`src/rtl/rsp_framer_pkg.sv`:
```
package rsp_framer_pkg;
  typedef enum logic [1:0] {
    PH_HDR   = 2'd0,
    PH_BODY  = 2'd1,
    PH_SPENT = 2'd2
  } phase_t;

  typedef struct packed {
    logic [7:0] hdr;
    logic [7:0] single;
    logic       rd_mode;
  } rsp_meta_t;
endpackage

```
`src/rtl/rsp_rdbuf.sv`:
```
module rsp_rdbuf #(
  parameter int LEN_W = 6,
  parameter int DW    = 8
) (
  input  logic             clk,
  input  logic             we,
  input  logic [LEN_W-1:0] waddr,
  input  logic [DW-1:0]    wdata,
  input  logic [LEN_W-1:0] raddr,
  output logic [DW-1:0]    rdata
);
  localparam int DEPTH = 1 << LEN_W;

  logic [DW-1:0] mem [DEPTH];

  // simple dual-port, read-first, registered read
  always_ff @(posedge clk) begin
    if (we) mem[waddr] <= wdata;
    rdata <= mem[raddr];
  end
endmodule

```
`src/rtl/rsp_meta.sv`:
```
module rsp_meta
  import rsp_framer_pkg::*;
#(
  parameter int         LEN_W    = 6,
  parameter logic [7:0] ACK_CODE = 8'hAC
) (
  input  logic             clk,
  input  logic             rst,
  input  logic             done,
  input  logic             is_write,
  input  logic             err,
  input  logic [7:0]       err_code,
  input  logic [LEN_W-1:0] len,
  output rsp_meta_t        meta,
  output logic [LEN_W-1:0] last
);
  localparam int PAD_W = 7 - LEN_W;

  always_ff @(posedge clk) begin
    if (rst) begin
      meta <= '0;
      last <= '0;
    end else if (done) begin
      meta.hdr     <= {err, {PAD_W{1'b0}}, (err ? {LEN_W{1'b0}} : len)};
      meta.single  <= err ? err_code : ACK_CODE;
      meta.rd_mode <= !err && !is_write;
      last         <= len;
    end
  end
endmodule

```
`src/rtl/rsp_seq.sv`:
```
module rsp_seq
  import rsp_framer_pkg::*;
#(
  parameter int         LEN_W     = 6,
  parameter logic [7:0] IDLE_BYTE = 8'hFF
) (
  input  logic             clk,
  input  logic             rst,
  input  logic             done,
  input  logic             start,
  input  logic             tx_req,
  input  rsp_meta_t        meta,
  input  logic [LEN_W-1:0] last,
  input  logic [7:0]       mem_q,
  output logic [LEN_W-1:0] rd_addr,
  output logic [7:0]       tx_byte,
  output logic             flush,
  output logic             ready
);
  phase_t           phase;
  logic [LEN_W-1:0] ptr;
  logic             serve;
  logic             advance;

  assign serve   = tx_req && ready && !done;
  assign advance = serve && (phase == PH_BODY) && meta.rd_mode && (ptr != last);

  // look one entry ahead so back-to-back requests see fresh buffer data
  always_comb begin
    if (done)         rd_addr = '0;
    else if (advance) rd_addr = ptr + 1'b1;
    else              rd_addr = ptr;
  end

  always_ff @(posedge clk) begin
    if (rst) begin
      phase   <= PH_SPENT;
      ptr     <= '0;
      tx_byte <= IDLE_BYTE;
      flush   <= 1'b0;
      ready   <= 1'b0;
    end else begin
      flush <= done;
      ptr   <= rd_addr;
      if (done) begin
        ready   <= 1'b1;
        phase   <= PH_HDR;
        tx_byte <= IDLE_BYTE;
      end else begin
        if (start) ready <= 1'b0;
        if (tx_req) begin
          if (!ready) begin
            tx_byte <= IDLE_BYTE;
          end else begin
            unique case (phase)
              PH_HDR: begin
                tx_byte <= meta.hdr;
                phase   <= PH_BODY;
              end
              PH_BODY: begin
                if (meta.rd_mode) begin
                  tx_byte <= mem_q;
                  if (ptr == last) phase <= PH_SPENT;
                end else begin
                  tx_byte <= meta.single;
                  phase   <= PH_SPENT;
                end
              end
              default: tx_byte <= IDLE_BYTE;
            endcase
          end
        end
      end
    end
  end
endmodule

```
`src/rtl/rsp_framer.sv`:
```
module rsp_framer
  import rsp_framer_pkg::*;
#(
  parameter int         LEN_W     = 6,
  parameter logic [7:0] ACK_CODE  = 8'hAC,
  parameter logic [7:0] IDLE_BYTE = 8'hFF
) (
  input  logic             clk,
  input  logic             rst,
  input  logic             eng_done,
  input  logic             eng_is_write,
  input  logic             eng_err,
  input  logic [7:0]       eng_err_code,
  input  logic [LEN_W-1:0] eng_len,
  input  logic             buf_we,
  input  logic [LEN_W-1:0] buf_addr,
  input  logic [7:0]       buf_wdata,
  input  logic             start_seen,
  input  logic             tx_req,
  output logic [7:0]       tx_byte,
  output logic             tx_flush,
  output logic             rsp_ready
);
  rsp_meta_t        meta;
  logic [LEN_W-1:0] last;
  logic [LEN_W-1:0] rd_addr;
  logic [7:0]       mem_q;

  rsp_rdbuf #(.LEN_W(LEN_W), .DW(8)) u_buf (
    .clk   (clk),
    .we    (buf_we),
    .waddr (buf_addr),
    .wdata (buf_wdata),
    .raddr (rd_addr),
    .rdata (mem_q)
  );

  rsp_meta #(.LEN_W(LEN_W), .ACK_CODE(ACK_CODE)) u_meta (
    .clk      (clk),
    .rst      (rst),
    .done     (eng_done),
    .is_write (eng_is_write),
    .err      (eng_err),
    .err_code (eng_err_code),
    .len      (eng_len),
    .meta     (meta),
    .last     (last)
  );

  rsp_seq #(.LEN_W(LEN_W), .IDLE_BYTE(IDLE_BYTE)) u_seq (
    .clk     (clk),
    .rst     (rst),
    .done    (eng_done),
    .start   (start_seen),
    .tx_req  (tx_req),
    .meta    (meta),
    .last    (last),
    .mem_q   (mem_q),
    .rd_addr (rd_addr),
    .tx_byte (tx_byte),
    .flush   (tx_flush),
    .ready   (rsp_ready)
  );
endmodule

```
`config.mk`:
```
export PLATFORM = sky130hd
export DESIGN_NAME = rsp_framer
export DESIGN_NICKNAME = d
export VERILOG_FILES = /design/src/rtl/rsp_framer_pkg.sv /design/src/rtl/rsp_rdbuf.sv /design/src/rtl/rsp_meta.sv /design/src/rtl/rsp_seq.sv /design/src/rtl/rsp_framer.sv
export SDC_FILE = /design/constraint.sdc
export NUM_CORES = 1
export LEC_CHECK = 0
export BUFFER_PORTS_ARGS = -buffer_cell sky130_fd_sc_hd__buf_2
export CORE_UTILIZATION = 60
export DETAILED_ROUTE_END_ITERATION = 16
export GPL_ROUTABILITY_DRIVEN = 0
export PLACE_DENSITY = 0.77
export SETUP_SLACK_MARGIN = 0.3
export SLEW_MARGIN = 20
export SYNTH_ARGS = -nofsm -noshare
export SYNTH_HDL_FRONTEND = slang
export SYNTH_SLANG_ARGS = --single-unit
```
`constraint.sdc`:
```
create_clock -name clk -period 4.1 [get_ports clk]
set_clock_uncertainty 0.05 [all_clocks]
set_input_delay 0.41 -clock clk [delete_from_list [all_inputs] [get_ports clk]]
set_output_delay 0.41 -clock clk [all_outputs]
set_load 0.03 [all_outputs]
```
Yosys cells after proc, flatten, opt, wreduce, memory -nomap -nowiden

Memory sizes are Yosys's and may differ from the RTL's. A register that Yosys moved wholly into a read port is not among the register bits.
Cells that the tools add are included.

Equality and inequality tests: 5
Add/subtract/negate cells: 1
Muxes and demuxes: 17
Shift-type cells: 0
Bitwise gates (word level): 0
Multiply operators: 0
Order comparisons: 0
Divide/modulo/power cells: 0
Reduce and logical (&&, ||, !) cells: 18

Operators by type and width:

| cell                  | count |
|---|---|
| $mux W8               | 3 |
| $mux W6               | 3 |
| $pmux W8 S2           | 1 |
| $mux W2               | 5 |
| $reduce_and A4 Y1     | 2 |
| $reduce_bool A2 Y1    | 4 |
| $add A6 B1 Y6 const B | 1 |
| $eq A6 B6 Y1          | 1 |
| $logic_and A1 B1 Y1   | 6 |
| $ne A6 B6 Y1          | 1 |
| $mux W1               | 4 |
| $ne A4 B4 Y1 const B  | 1 |
| $pmux W2 S2           | 1 |
| $logic_not A1 Y1      | 3 |
| $ne A3 B3 Y1 const B  | 1 |
| $reduce_bool A3 Y1    | 1 |
| $eq A2 B1 Y1 const B  | 1 |
| $logic_not A2 Y1      | 1 |
| $reduce_or A2 Y1      | 1 |

Bits in registers: 40
Memory bits (writable): 512
Input bits: 36
Bits in latches: 0
Memories kept: 1
Memory bits (read-only): 0

Memory list:

| memory    | words | bits a word | read ports | clocked after Yosys merged registers in | write ports | line            | text |
|---|---|---|---|---|---|---|---|
| u_buf.mem | 64    | 8           | 1          | 1                                       | 1           | rsp_rdbuf.sv:14 | `logic [DW-1:0] mem [DEPTH];` |

Depth between registers and ports, before layout

Word-level depth: 7
Mapped depth: 15
Mapped depth without buffers: 10

Modules after synthesis

From an unflattened synthesis, not the netlist that was laid out.

Cells, all modules: 1164
Area total of the unflattened synthesis: 22133.7 µm²

By module, submodules not included:

| module    | cells each | instances | area an instance (µm²) | sequential area each (µm²) |
|---|---|---|---|---|
| rsp_rdbuf | 940        | 1         | 20166.8                | 15534.9 |
| rsp_seq   | 134        | 1         | 1116.1                 | 360.3 |
| rsp_meta  | 90         | 1         | 850.8                  | 440.4 |

Worst setup path before layout

OpenSTA, ideal clock, no wires.

Kind: input-to-reg
From: in tx_req
To: reg u_buf.rdata[3] (read register of u_buf.mem)
Stages: 13
Path slack: 1.114 ns
Required time: 3.928 ns
Path buffers: 5
Setup time: 0.122 ns
Arrival: 2.814 ns
Path through: buf_2 -> and2_0 -> clkbuf_1 -> nand2_1 -> a21o_1 -> buf_2 -> mux2i_1 -> buf_2 -> buf_1 -> a22oi_1 -> a32oi_1 -> nand3_1 -> a311o_1

Word-level cells in the longest chain between the ends: 7

RTL lines:

| what                             | line             | text |
|---|---|---|
| from (decl)                      | rsp_framer.sv:19 | `input logic tx_req,` |
| $logic_and A1 B1 Y1 (2 in a row) | rsp_seq.sv:25    | `assign serve = tx_req && ready && !done;` |
| $logic_and A1 B1 Y1 (3 in a row) | rsp_seq.sv:26    | `assign advance = serve && (phase == PH_BODY) && meta.rd_mode && (ptr != last);` |
| $mux W6                          | rsp_seq.sv:31    | `else if (advance) rd_addr = ptr + 1'b1;` |
| $mux W6                          | rsp_seq.sv:30    | `if (done) rd_addr = '0;` |
| to (decl)                        | rsp_rdbuf.sv:10  | `output logic [DW-1:0] rdata` |

Every way passes these cells.
A chain may end at the register's enable or synchronous reset.

Worst setup path in the final report

From: reg u_seq.ptr[3]
To: reg u_buf.rdata[3] (read register of u_buf.mem)

Word-level cells in the longest chain between the ends: 4
Elaborated cells between the ends (all ways): 5
Those cells by class: add/sub: 1; eq/ne: 1; mux: 2; reduce/logical: 1

RTL lines:

| what                                                  | line          | text |
|---|---|---|
| from (decl)                                           | rsp_seq.sv:21 | `logic [LEN_W-1:0] ptr;` |
| from (signal assigned)                                | rsp_seq.sv:44 | `ptr <= rd_addr;` |
| branches (longest 2 deep; another with $add A6 B1 Y6) | -             |  |
| $mux W6 *                                             | rsp_seq.sv:31 |  |
| $mux W6 *                                             | rsp_seq.sv:30 |  |

Mark *: on every way between the ends.

==> results.py <==
metrics = {
    "clock_tree": {
        "htreeDepth": 2,
        "clock-sinks": 560,
        "clock_latency_ns": 0.61,
        "cts_root_buf": "clkbuf_16",
        "cts.clk_slew.worst_paths_ns": 0.06,
        "post_cts_resized": 0,
        "cts_tree": "yes",
        "cts_buffer_depth": 3,
        "postCtsHoldBufs": 0,
        "post_cts_buffers": 0,
        "cts_buffers": 55,
    },
    "grt": {
        "grt_usage_pct": 31.1,
        "grt_overflow_total": 0,
        "grt_pass1_wl_mm": 87.7,
        "grt_pass1_vias": 14400,
        "antenna_found_initial": 1,
        "grt_max_degree": 65,
    },
    "floorplanning": {
        "initial_core_util_pct": 61.4,
        "die_width_um": 196,
        "dieArea_um2": 38400,
        "core-area_um2": 36800,
        "num_rows": 70,
        "die_h_um": 196,
        "pin_count": 46,
    },
    "synthesis": {
        "synth_top_area_share_pct": 68.1,
        "synth_area_um2": 22600,
        "synthTopCellsByArea": "edfxtp_1 68%, mux2i_1 4.9%, nand2_1 4.5%",
        "synth_top_area_cell": "edfxtp_1",
        "synth_area_per_cell_um2": 13.8,
        "synthArstFlopShare_pct": 0,
        "syn_nets": 1669,
        "yosysUniqueCellTypes": 64,
        "synth-seq-area-share_pct": 72.4,
        "syn_inst": 1632,
        "ys_ff_latch": 560,
        "synthFlopType": "edfxtp_1",
        "synth-edff-count": 512,
        "yosysWarningCount": 0,
    },
    "timing": {
        "post-route-period-util_pct": 89.3,
        "finalSetupTns_ns": 0,
        "fin_ws_ns": 0.437,
        "period_needed_ns": 3.66,
        "worst_pin_slew_ns": 1.09,
        "hold_violations": 0,
        "hold_ws_ns": 0.0101,
        "rsz0062_at_grt": "false",
        "slew_headroom_pct": 26.8,
        "setup_viol": 0,
        "fmax_mhz": 273,
        "drv_slew": 0,
    },
    "final_layout": {
        "final_common_cell": "edfxtp_1",
        "final_cell_mix": "512 x edfxtp_1, 273 x nand2_1, 116 x nor2_1",
        "n_antenna_cell": 0,
        "drive_gt1_share_pct": 13.0,
        "areaGrowthSynthToFinish_pct": 12.8,
        "fin_nets": 1729,
    },
    "worst_hold_path": {
        "hold_class": "in2reg",
        "hold_path_startpoint": "eng_len[3]",
    },
    "setup_path": {
        "worstSetupPathType": "reg2reg",
        "path_buf_inv": 1,
        "critical-path-top-delay-family": "compound AO/OA/AOI/OAI gates",
        "reg2reg_from": "u_seq.ptr[3]",
        "crit_start": "u_seq.ptr[3]",
        "cp-start-kind": "register",
        "cp.arrival_ns": 4.15,
        "crit_path_end_kind": "register",
        "crit_chain": "xnor2_1 > and4_1 > a21o_2 > mux2i_4 > buf_12 > mux2i_1 > o221ai_1 > a211oi_1 > a311o_1",
        "crit_fanout": 26,
        "crit_slowest_cell": "mux2i_4",
        "slowest_delay_ns": 0.59,
        "required_ns": 4.59,
    },
    "drt": {
        "firstDrtPassIters": 6,
        "drtIter0Drc": 1917,
        "drt_wl_total_mm": 59.0,
        "wl_per_cell_um": 26.7,
        "drc_errors": 0,
        "ant_nets": 0,
        "vias": 14700,
        "viasPerCell": 6.64,
    },
    "power_and_ir_drop": {
        "pwr-share-comb_pct": 2.1,
        "p_leak_nw": 9.16,
        "p_int_w": 0.00947,
        "pwr-share-clk_pct": 44.6,
        "p_seq_share_pct": 53.2,
        "power.density_nw_per_um2": 464,
        "switching_share_pct": 19.9,
        "switchingPower_w": 0.00235,
        "peakVddDrop_uv": 332,
    },
    "placement": {
        "dpl.hpwl_mm": 36.8,
        "place_ws_ns": 0.357,
        "port_buffers": 45,
    },
    "outcome": {
        "status": "complete, no violations",
    },
    "run": {
        "cap_violations": 0,
    },
}
-- area by class of cell --
cell class	instances	area (um2)
Sequential cell	560	16300
Fill cell	2408	11300
Multi-Input combinational cell	967	5820
Clock buffer	70	1520
Timing Repair Buffer	105	793
Tap cell	468	586
Clock inverter	34	387
Inverter	3	11.3
-- stage by stage --
stage | util [%] | power (W) | instances | instance area (um2)
5_1_grt | 69.2 | 0.0120 | 2207 | 25500
3_3_place_gp | 64.0 | 0.00665 | 2103 | 23500
6_report | 69.2 | 0.0118 | 2207 | 25500
4_1_cts | 69.2 | 0.0118 | 2207 | 25400
3_5_place_dp | 64.0 | 0.00666 | 2103 | 23500
2_1_floorplan | - | 0.00651 | 1632 | 22600
-- final timing paths --
kind                            cells after the start               to  slack (ns)
worst max register to register                      9   u_buf.rdata[3]        0.44
worst max-delay path                                9   u_buf.rdata[3]        0.44
worst min register to register                      2   u_meta.meta[7]        0.42
worst min-delay path                                3  u_meta.meta[12]        0.01
-- logic make-up (layout without fill, tap and decap cells) --
group	Yosys count	count (layout)	synth area share [%]
AOI/OAI and AO/OA	231	231	6.91
xor gates and xnor gates	13	13	0.538
adders and majority gates	1	1	0.0554
buffers and inverters	105	212	2.12
DFF	560	560	72.4
muxes	132	132	6.53
and+or+nand+nor	590	590	11.5
-- worst min-delay path, cell delays in order --
cell,delay [ns]
buf_2,0.09
a21oi_1,0.05
nor2_1,0.07
-- flip-flops by register name (all words and copies together) (netlist names) --
name           flops
u_buf.mem        512
u_meta.meta       16
u_buf.rdata        8
u_seq.tx_byte      8
u_meta.last        6
u_seq.ptr          6
u_seq.phase        2
u_seq.flush        1
u_seq.ready        1
-- power by group through the flow --
stage,Combinational (W),Clock [W],Sequential (W)
after floorplan,0.0000937,0,0.00641
final,0.000253,0.00527,0.00629
after global routing,0.000269,0.00548,0.00630
after detailed placement,0.000247,0,0.00642
after global placement,0.000240,0,0.00641
after CTS,0.000249,0.00527,0.00630
-- per-layer routing --
| layer | share of wire (%) | vias up | GRT usage (%) | routed length (um) |
|---|---|---|---|---|
| li1 | - | 6270 | - | - |
| met4 | 4.3 | 2 | 13.5 | 2520 |
| met1 | 38 | 7136 | 42.4 | 22200 |
| met3 | 11 | 183 | 6.14 | 6550 |
| met5 | 0.031 | - | 0 | 18 |
| met2 | 47 | 1074 | 49.1 | 27700 |
-- synthesized netlist by cell type, types with 5 or more instances --
| cell type | number |
|---|---|
| a21oi_1 | 87 |
| a22oi_1 | 23 |
| buf_2 | 38 |
| nand2b_1 | 12 |
| a22o_1 | 8 |
| mux4_2 | 10 |
| and3_1 | 15 |
| buf_1 | 8 |
| o2111ai_1 | 6 |
| a31oi_1 | 11 |
| a211oi_1 | 7 |
| nand2_1 | 273 |
| a32oi_1 | 7 |
| nor2b_1 | 15 |
| mux2_2 | 10 |
| nand3_1 | 108 |
| a2111oi_0 | 5 |
| o22ai_1 | 19 |
| nand4_1 | 11 |
| a221oi_1 | 17 |
| nor2_1 | 117 |
| clkbuf_1 | 48 |
| a32o_1 | 6 |
| or3_1 | 5 |
| mux2i_1 | 110 |
| o32ai_1 | 5 |
| edfxtp_1 | 512 |
| o21ai_0 | 5 |
| dfxtp_1 | 48 |
| nor3_1 | 9 |
| xnor2_1 | 11 |
| nor4_1 | 8 |
| buf_4 | 6 |
Power figures use the tool's default switching activity.
